==> config.mk <==
export PLATFORM = sky130hd
export DESIGN_NAME = strb_in_port
export DESIGN_NICKNAME = d
export VERILOG_FILES = /design/src/rtl/strb_pkg.sv /design/src/rtl/strb_sync.sv /design/src/rtl/strb_flags.sv /design/src/rtl/strb_spare.sv /design/src/rtl/strb_in_port.sv
export SDC_FILE = /design/constraint.sdc
export NUM_CORES = 1
export LEC_CHECK = 0
export BUFFER_PORTS_ARGS = -buffer_cell sky130_fd_sc_hd__buf_4
export CAP_MARGIN = 20
export CORE_UTILIZATION = 25
export DETAILED_ROUTE_END_ITERATION = 7
export PLACE_DENSITY = 0.59
export SYNTH_ARGS = -nofsm -noshare
export SYNTH_HDL_FRONTEND = slang
export SYNTH_SLANG_ARGS = --single-unit
==> constraint.sdc <==
create_clock -name clk -period 3.2 [get_ports clk]
set_input_delay 0.16 -clock clk [delete_from_list [all_inputs] [get_ports clk]]
set_output_delay 0.16 -clock clk [all_outputs]
set_load 0.01 [all_outputs]
==> src/rtl/strb_pkg.sv <==
package strb_pkg;

   localparam int STAT_W = 8;
   localparam int SEL_W  = 3;

   function automatic int stb_pos(input bit upper);
      return upper ? 4 : 2;
   endfunction

   function automatic int ibf_pos(input bit upper);
      return upper ? 5 : 1;
   endfunction

   function automatic int irq_pos(input bit upper);
      return upper ? 3 : 0;
   endfunction

   localparam int SPARE_LO_POS = 6;
   localparam int SPARE_HI_POS = 7;

   typedef struct packed {
      logic lvl;
      logic ibf;
      logic irq;
   } hs_view_t;

endpackage

==> src/rtl/strb_sync.sv <==
module strb_sync #(
   parameter int STAGES = 2
) (
   input  logic clk,
   input  logic rst_n,
   input  logic stb_n_i,
   output logic lvl_o,
   output logic fall_o
);

   logic [STAGES-1:0] sync_q;
   logic              prev_q;

   generate
      if (STAGES < 2) begin : g_bad
         $error("strb_sync: STAGES must be at least 2");
      end
   endgenerate

   always_ff @(posedge clk or negedge rst_n) begin
      if (!rst_n) begin
         sync_q <= '1;
         prev_q <= 1'b1;
      end else begin
         sync_q <= {sync_q[STAGES-2:0], stb_n_i};
         prev_q <= sync_q[STAGES-1];
      end
   end

   assign lvl_o  = sync_q[STAGES-1];
   assign fall_o = prev_q & ~sync_q[STAGES-1];

endmodule

==> src/rtl/strb_flags.sv <==
module strb_flags (
   input  logic clk,
   input  logic rst_n,
   input  logic cap_i,
   input  logic rd_i,
   input  logic en_hit_i,
   input  logic en_val_i,
   input  logic lvl_i,
   output logic ibf_o,
   output logic inte_o,
   output logic irq_o
);

   logic ibf_q;
   logic inte_q;

   always_ff @(posedge clk or negedge rst_n) begin
      if (!rst_n) begin
         ibf_q <= 1'b0;
      end else if (cap_i) begin
         ibf_q <= 1'b1;
      end else if (rd_i) begin
         ibf_q <= 1'b0;
      end
   end

   always_ff @(posedge clk or negedge rst_n) begin
      if (!rst_n) begin
         inte_q <= 1'b0;
      end else if (en_hit_i) begin
         inte_q <= en_val_i;
      end
   end

   assign ibf_o  = ibf_q;
   assign inte_o = inte_q;
   assign irq_o  = ibf_q & inte_q & lvl_i;

endmodule

==> src/rtl/strb_spare.sv <==
module strb_spare
   import strb_pkg::*;
#(
   parameter bit ENABLE = 1'b1
) (
   input  logic             clk,
   input  logic             rst_n,
   input  logic             bsr_wr,
   input  logic [SEL_W-1:0] bsr_sel,
   input  logic             bsr_val,
   input  logic             dir_in,
   input  logic [1:0]       pins_in,
   output logic [1:0]       pins_out,
   output logic [1:0]       pins_oe,
   output logic [1:0]       lvl_o
);

   generate
      if (ENABLE) begin : g_spare
         logic [1:0] lat_q;

         for (genvar i = 0; i < 2; i++) begin : g_bit
            always_ff @(posedge clk or negedge rst_n) begin
               if (!rst_n) begin
                  lat_q[i] <= 1'b0;
               end else if (bsr_wr && bsr_sel == SEL_W'(SPARE_LO_POS + i)) begin
                  lat_q[i] <= bsr_val;
               end
            end
         end

         assign pins_out = lat_q;
         assign pins_oe  = dir_in ? 2'b00 : 2'b11;
         assign lvl_o    = dir_in ? pins_in : lat_q;
      end else begin : g_none
         assign pins_out = 2'b00;
         assign pins_oe  = 2'b00;
         assign lvl_o    = 2'b00;
      end
   endgenerate

endmodule

==> src/rtl/strb_in_port.sv <==
module strb_in_port
   import strb_pkg::*;
#(
   parameter int DATA_W      = 8,
   parameter int SYNC_STAGES = 2,
   parameter bit UPPER_GROUP = 1'b1
) (
   input  logic              clk,
   input  logic              rst_n,
   input  logic [DATA_W-1:0] pin_data,
   input  logic              pin_stb_n,
   input  logic              rd_port,
   input  logic              bsr_wr,
   input  logic [2:0]        bsr_sel,
   input  logic              bsr_val,
   input  logic              spare_dir,
   input  logic [1:0]        spare_in,
   output logic [DATA_W-1:0] data_q,
   output logic              ibf,
   output logic              intr,
   output logic [7:0]        status,
   output logic [1:0]        spare_out,
   output logic [1:0]        spare_oe
);

   localparam int STB_POS = stb_pos(UPPER_GROUP);
   localparam int IBF_POS = ibf_pos(UPPER_GROUP);
   localparam int IRQ_POS = irq_pos(UPPER_GROUP);

   generate
      if (DATA_W < 1) begin : g_bad_w
         $error("strb_in_port: DATA_W must be positive");
      end
   endgenerate

   logic             lvl_w;
   logic             cap_w;
   logic             inte_w;
   logic             en_hit_w;
   logic [1:0]       spare_lvl_w;
   logic [DATA_W-1:0] data_r;
   hs_view_t         view_w;

   strb_sync #(.STAGES(SYNC_STAGES)) u_sync (
      .clk     (clk),
      .rst_n   (rst_n),
      .stb_n_i (pin_stb_n),
      .lvl_o   (lvl_w),
      .fall_o  (cap_w)
   );

   assign en_hit_w = bsr_wr && (bsr_sel == SEL_W'(STB_POS));

   strb_flags u_flags (
      .clk      (clk),
      .rst_n    (rst_n),
      .cap_i    (cap_w),
      .rd_i     (rd_port),
      .en_hit_i (en_hit_w),
      .en_val_i (bsr_val),
      .lvl_i    (lvl_w),
      .ibf_o    (ibf),
      .inte_o   (inte_w),
      .irq_o    (intr)
   );

   strb_spare #(.ENABLE(UPPER_GROUP)) u_spare (
      .clk      (clk),
      .rst_n    (rst_n),
      .bsr_wr   (bsr_wr),
      .bsr_sel  (bsr_sel),
      .bsr_val  (bsr_val),
      .dir_in   (spare_dir),
      .pins_in  (spare_in),
      .pins_out (spare_out),
      .pins_oe  (spare_oe),
      .lvl_o    (spare_lvl_w)
   );

   always_ff @(posedge clk or negedge rst_n) begin
      if (!rst_n) begin
         data_r <= '0;
      end else if (cap_w) begin
         data_r <= pin_data;
      end
   end

   assign data_q = data_r;

   assign view_w = '{lvl: lvl_w, ibf: ibf, irq: intr};

   always_comb begin
      status          = '0;
      status[STB_POS] = view_w.lvl;
      status[IBF_POS] = view_w.ibf;
      status[IRQ_POS] = view_w.irq;
      if (UPPER_GROUP) begin
         status[SPARE_HI_POS:SPARE_LO_POS] = spare_lvl_w;
      end
   end

endmodule

==> impl_metrics.json <==
{
  "vias_in_the_first_global_route": 421,
  "post_cts.resized_instances": 0,
  "setup-violations-final": 0,
  "critical_path_peak_fanout": 9,
  "synth-xor-area-share": 0,
  "synth.area.mux_share": 0.264,
  "fin_skew_ps": 2.74,
  "cts_sinks": 15,
  "largest_net_degree_at_the_start_of_global_routing": 16,
  "core_sq_um": 2520,
  "worst_pin_slew_ps": 1020,
  "sort_of_element_at_the_start_of_the_critical_path": "register",
  "layout-drive-gt1-share": 0.699,
  "unrepaired_setup_endpoints_after_global_routing": "false",
  "start_util": 0.270,
  "max-clock-path-buffers": 2,
  "yosysSeqAreaShare": 0.556,
  "final_routed_drc_violation_total": 0,
  "ys_seq_elements": 15,
  "drt_iter0_markers": 1,
  "layout_worst_path_cycle_share": 0.555,
  "die_width_um": 54.2,
  "critical_path_required_ps": 3380,
  "fin_nets": 104,
  "category_of_the_critical_setup_timing_path": "register to register",
  "drtAntennaViolNets": 0,
  "ctsHtreeMaxLevel": 1,
  "synthesis.area_per_instance_sq_um": 15.2,
  "synthesized_area_sq_um": 682,
  "synth_cell_type_count": 14,
  "post-synth-top-area-fraction": 0.440,
  "antenna_cells_inserted": 0,
  "tns_ps": 0,
  "yosys.area_share.simple": 0.0587,
  "static-leakage-power_nw": 0.512,
  "place_hpwl_um": 943,
  "cp_data_arrival_time_ps": 1960,
  "max_freq_mhz": 563,
  "synthAdderAreaFrac": 0,
  "final_hold_fails": 0,
  "filler_cell_count": 255,
  "antenna_found_initial": 0,
  "min-delay-path-class": "input port to register",
  "maxSlewViolCount": 0,
  "drt_pre_antenna_iters": 3,
  "max_cap_violations": 0,
  "critical_path.endpoint_type": "register",
  "drt_wl_total_mm": 1.28,
  "fp-row-count": 18,
  "run_status": "finished clean",
  "finalWorstPathRequiredPeriod_ps": 1780,
  "cts_root_buf": "sky130_fd_sc_hd__clkbuf_4",
  "synth_top_family_by_area": "multiplexers",
  "grt_pass1_wl_mm": 1.82,
  "overflow": 0,
  "tritoncts_clock_tree": "done",
  "fin_hold_ws_ps": 96.3,
  "holdCritStartpoint": "pin_data[3]",
  "crit_path_start": "u_sync.prev_q",
  "clk_pin_slew_worst_paths_ps": 90,
  "area_of_the_multi_input_gates_sq_um": 239,
  "maxSlewHeadroom": 0.320,
  "ioPinCount": 42,
  "r2r_start": "u_sync.prev_q",
  "synthesis_warning_total": 0,
  "insertion_delay_ps": 290,
  "gp_congestion": 0.559,
  "synth_top_cell_by_area": "sky130_fd_sc_hd__dfrtp_1",
  "synth_compound_area_frac": 0.0110,
  "cts_buffers": 3,
  "power_density_nw_per_um2": 481,
  "dieArea_sq_um": 2940,
  "synthCells": 45,
  "via_count": 450,
  "gr-usage-all-layers": 0.0899,
  "final_util": 0.395,
  "post_synth_main_area_contributors": "sky130_fd_sc_hd__dfrtp_1 (44%), sky130_fd_sc_hd__mux2_4 (20%), sky130_fd_sc_hd__dfstp_2 (12%)",
  "die_y_um": 54.2,
  "area_growth_syn_to_layout_pct": 46.1,
  "routed_wire_length_per_instance_um": 11.3,
  "ir_worst_vdd_mv": 0.215,
  "sequential_area_sq_um": 379,
  "port_buffers": 38,
  "detail_route.vias_per_cell": 3.98
}
[worst max-delay path, stage by stage, from the launching register on]
cell                      delay, ps
sky130_fd_sc_hd__dfstp_2        520
sky130_fd_sc_hd__nor2b_1        790
sky130_fd_sc_hd__mux2_4         360
[cell type report]
class / instances / area share
flip-flops and latches: 15 / 0.381
clock buffers: 3 / 0.0226
multi-input cells: 22 / 0.240
inverters: 2 / 0.00754
repair buffers: 40 / 0.307
well taps: 30 / 0.0377
clock inverters: 1 / 0.00503
[logic make-up (layout without fill, tap and decap cells)]
kind of cell,count (synthesis),after routing
other,1,3
multiplexers,13,13
buffers and inverters,10,46
AO/OA/AOI/OAI,1,1
AND/OR/NAND/NOR,5,5
flip-flops,15,15
[flip-flops by register name (all words and copies together) (netlist names)]
register	flops
data_q	8
u_spare.pins_out	2
u_sync.sync_q	2
u_flags.ibf_o	1
u_flags.inte_o	1
u_sync.prev_q	1
[power breakdown]
part | total [mW] | internal, mW | switching (mW)
Clock | 0.110 | 0.0464 | 0.0641
Combinational | 0.134 | 0.0869 | 0.0472
Sequential | 0.234 | 0.217 | 0.0169
[path summary, 6_finish.rpt]
path	depth (start not counted)	slack, ps	to
max in group asynchronous	2	2710	u_sync.sync_q[0]
hold reg to reg	0	360	u_sync.sync_q[1]
setup reg to reg	2	1420	data_q[0]
min in group asynchronous	2	250	data_q[0]
setup / recovery	2	1420	data_q[0]
hold / removal	2	100	data_q[3]
[metal layers]
| metal | global-route usage | part of all wire | routed length (um) |
|---|---|---|---|
| met2 | 0.140 | 0.50 | 643 |
| met4 | 0.0769 | 0.015 | 19 |
| met3 | 0.0111 | 0.073 | 94 |
| met5 | 0 | 0 | 0 |
| met1 | 0.109 | 0.41 | 522 |
[synth_stat cells]
library cell               instances
sky130_fd_sc_hd__inv_1             2
sky130_fd_sc_hd__nand4_1           1
sky130_fd_sc_hd__nand4b_1          1
sky130_fd_sc_hd__buf_4             7
sky130_fd_sc_hd__dfstp_2           3
sky130_fd_sc_hd__a21o_1            1
sky130_fd_sc_hd__and4bb_1          1
sky130_fd_sc_hd__conb_1            1
sky130_fd_sc_hd__mux2_2            4
sky130_fd_sc_hd__and3_1            1
sky130_fd_sc_hd__dfrtp_1          12
sky130_fd_sc_hd__nor2b_1           1
sky130_fd_sc_hd__mux2_4            9
sky130_fd_sc_hd__buf_6             1
[stage by stage]
stage          power [mW]  cells  area, sq um  setup slack (ps)
6_report            0.479    113          996              1420
5_1_grt             0.509    113          996              1310
4_1_cts             0.488    113          996              1400
3_5_place_dp        0.370    107          948              1400
3_3_place_gp        0.369    107          948              1460
2_1_floorplan       0.303     47          689              1990
[repair_timing]
action                    in CTS  in global routing
setup buffers                  0                  0
hold endpoints to repair      16                  0
hold buffers                   2                  0
[cells in the final DEF, fill, tap and decap left out]
cell type / n
sky130_fd_sc_hd__clkbuf_4: 3
sky130_fd_sc_hd__nand4b_1: 1
sky130_fd_sc_hd__mux2_2: 4
sky130_fd_sc_hd__and3_1: 1
sky130_fd_sc_hd__dfrtp_1: 12
sky130_fd_sc_hd__dlygate4sd3_1: 2
sky130_fd_sc_hd__dfstp_2: 3
sky130_fd_sc_hd__buf_4: 38
sky130_fd_sc_hd__a21o_1: 1
sky130_fd_sc_hd__and4bb_1: 1
sky130_fd_sc_hd__mux2_4: 9
sky130_fd_sc_hd__inv_1: 2
sky130_fd_sc_hd__clkinv_2: 1
sky130_fd_sc_hd__nor2b_1: 1
sky130_fd_sc_hd__nand4_1: 1
sky130_fd_sc_hd__conb_1: 3
Power figures use the tool's default switching activity.
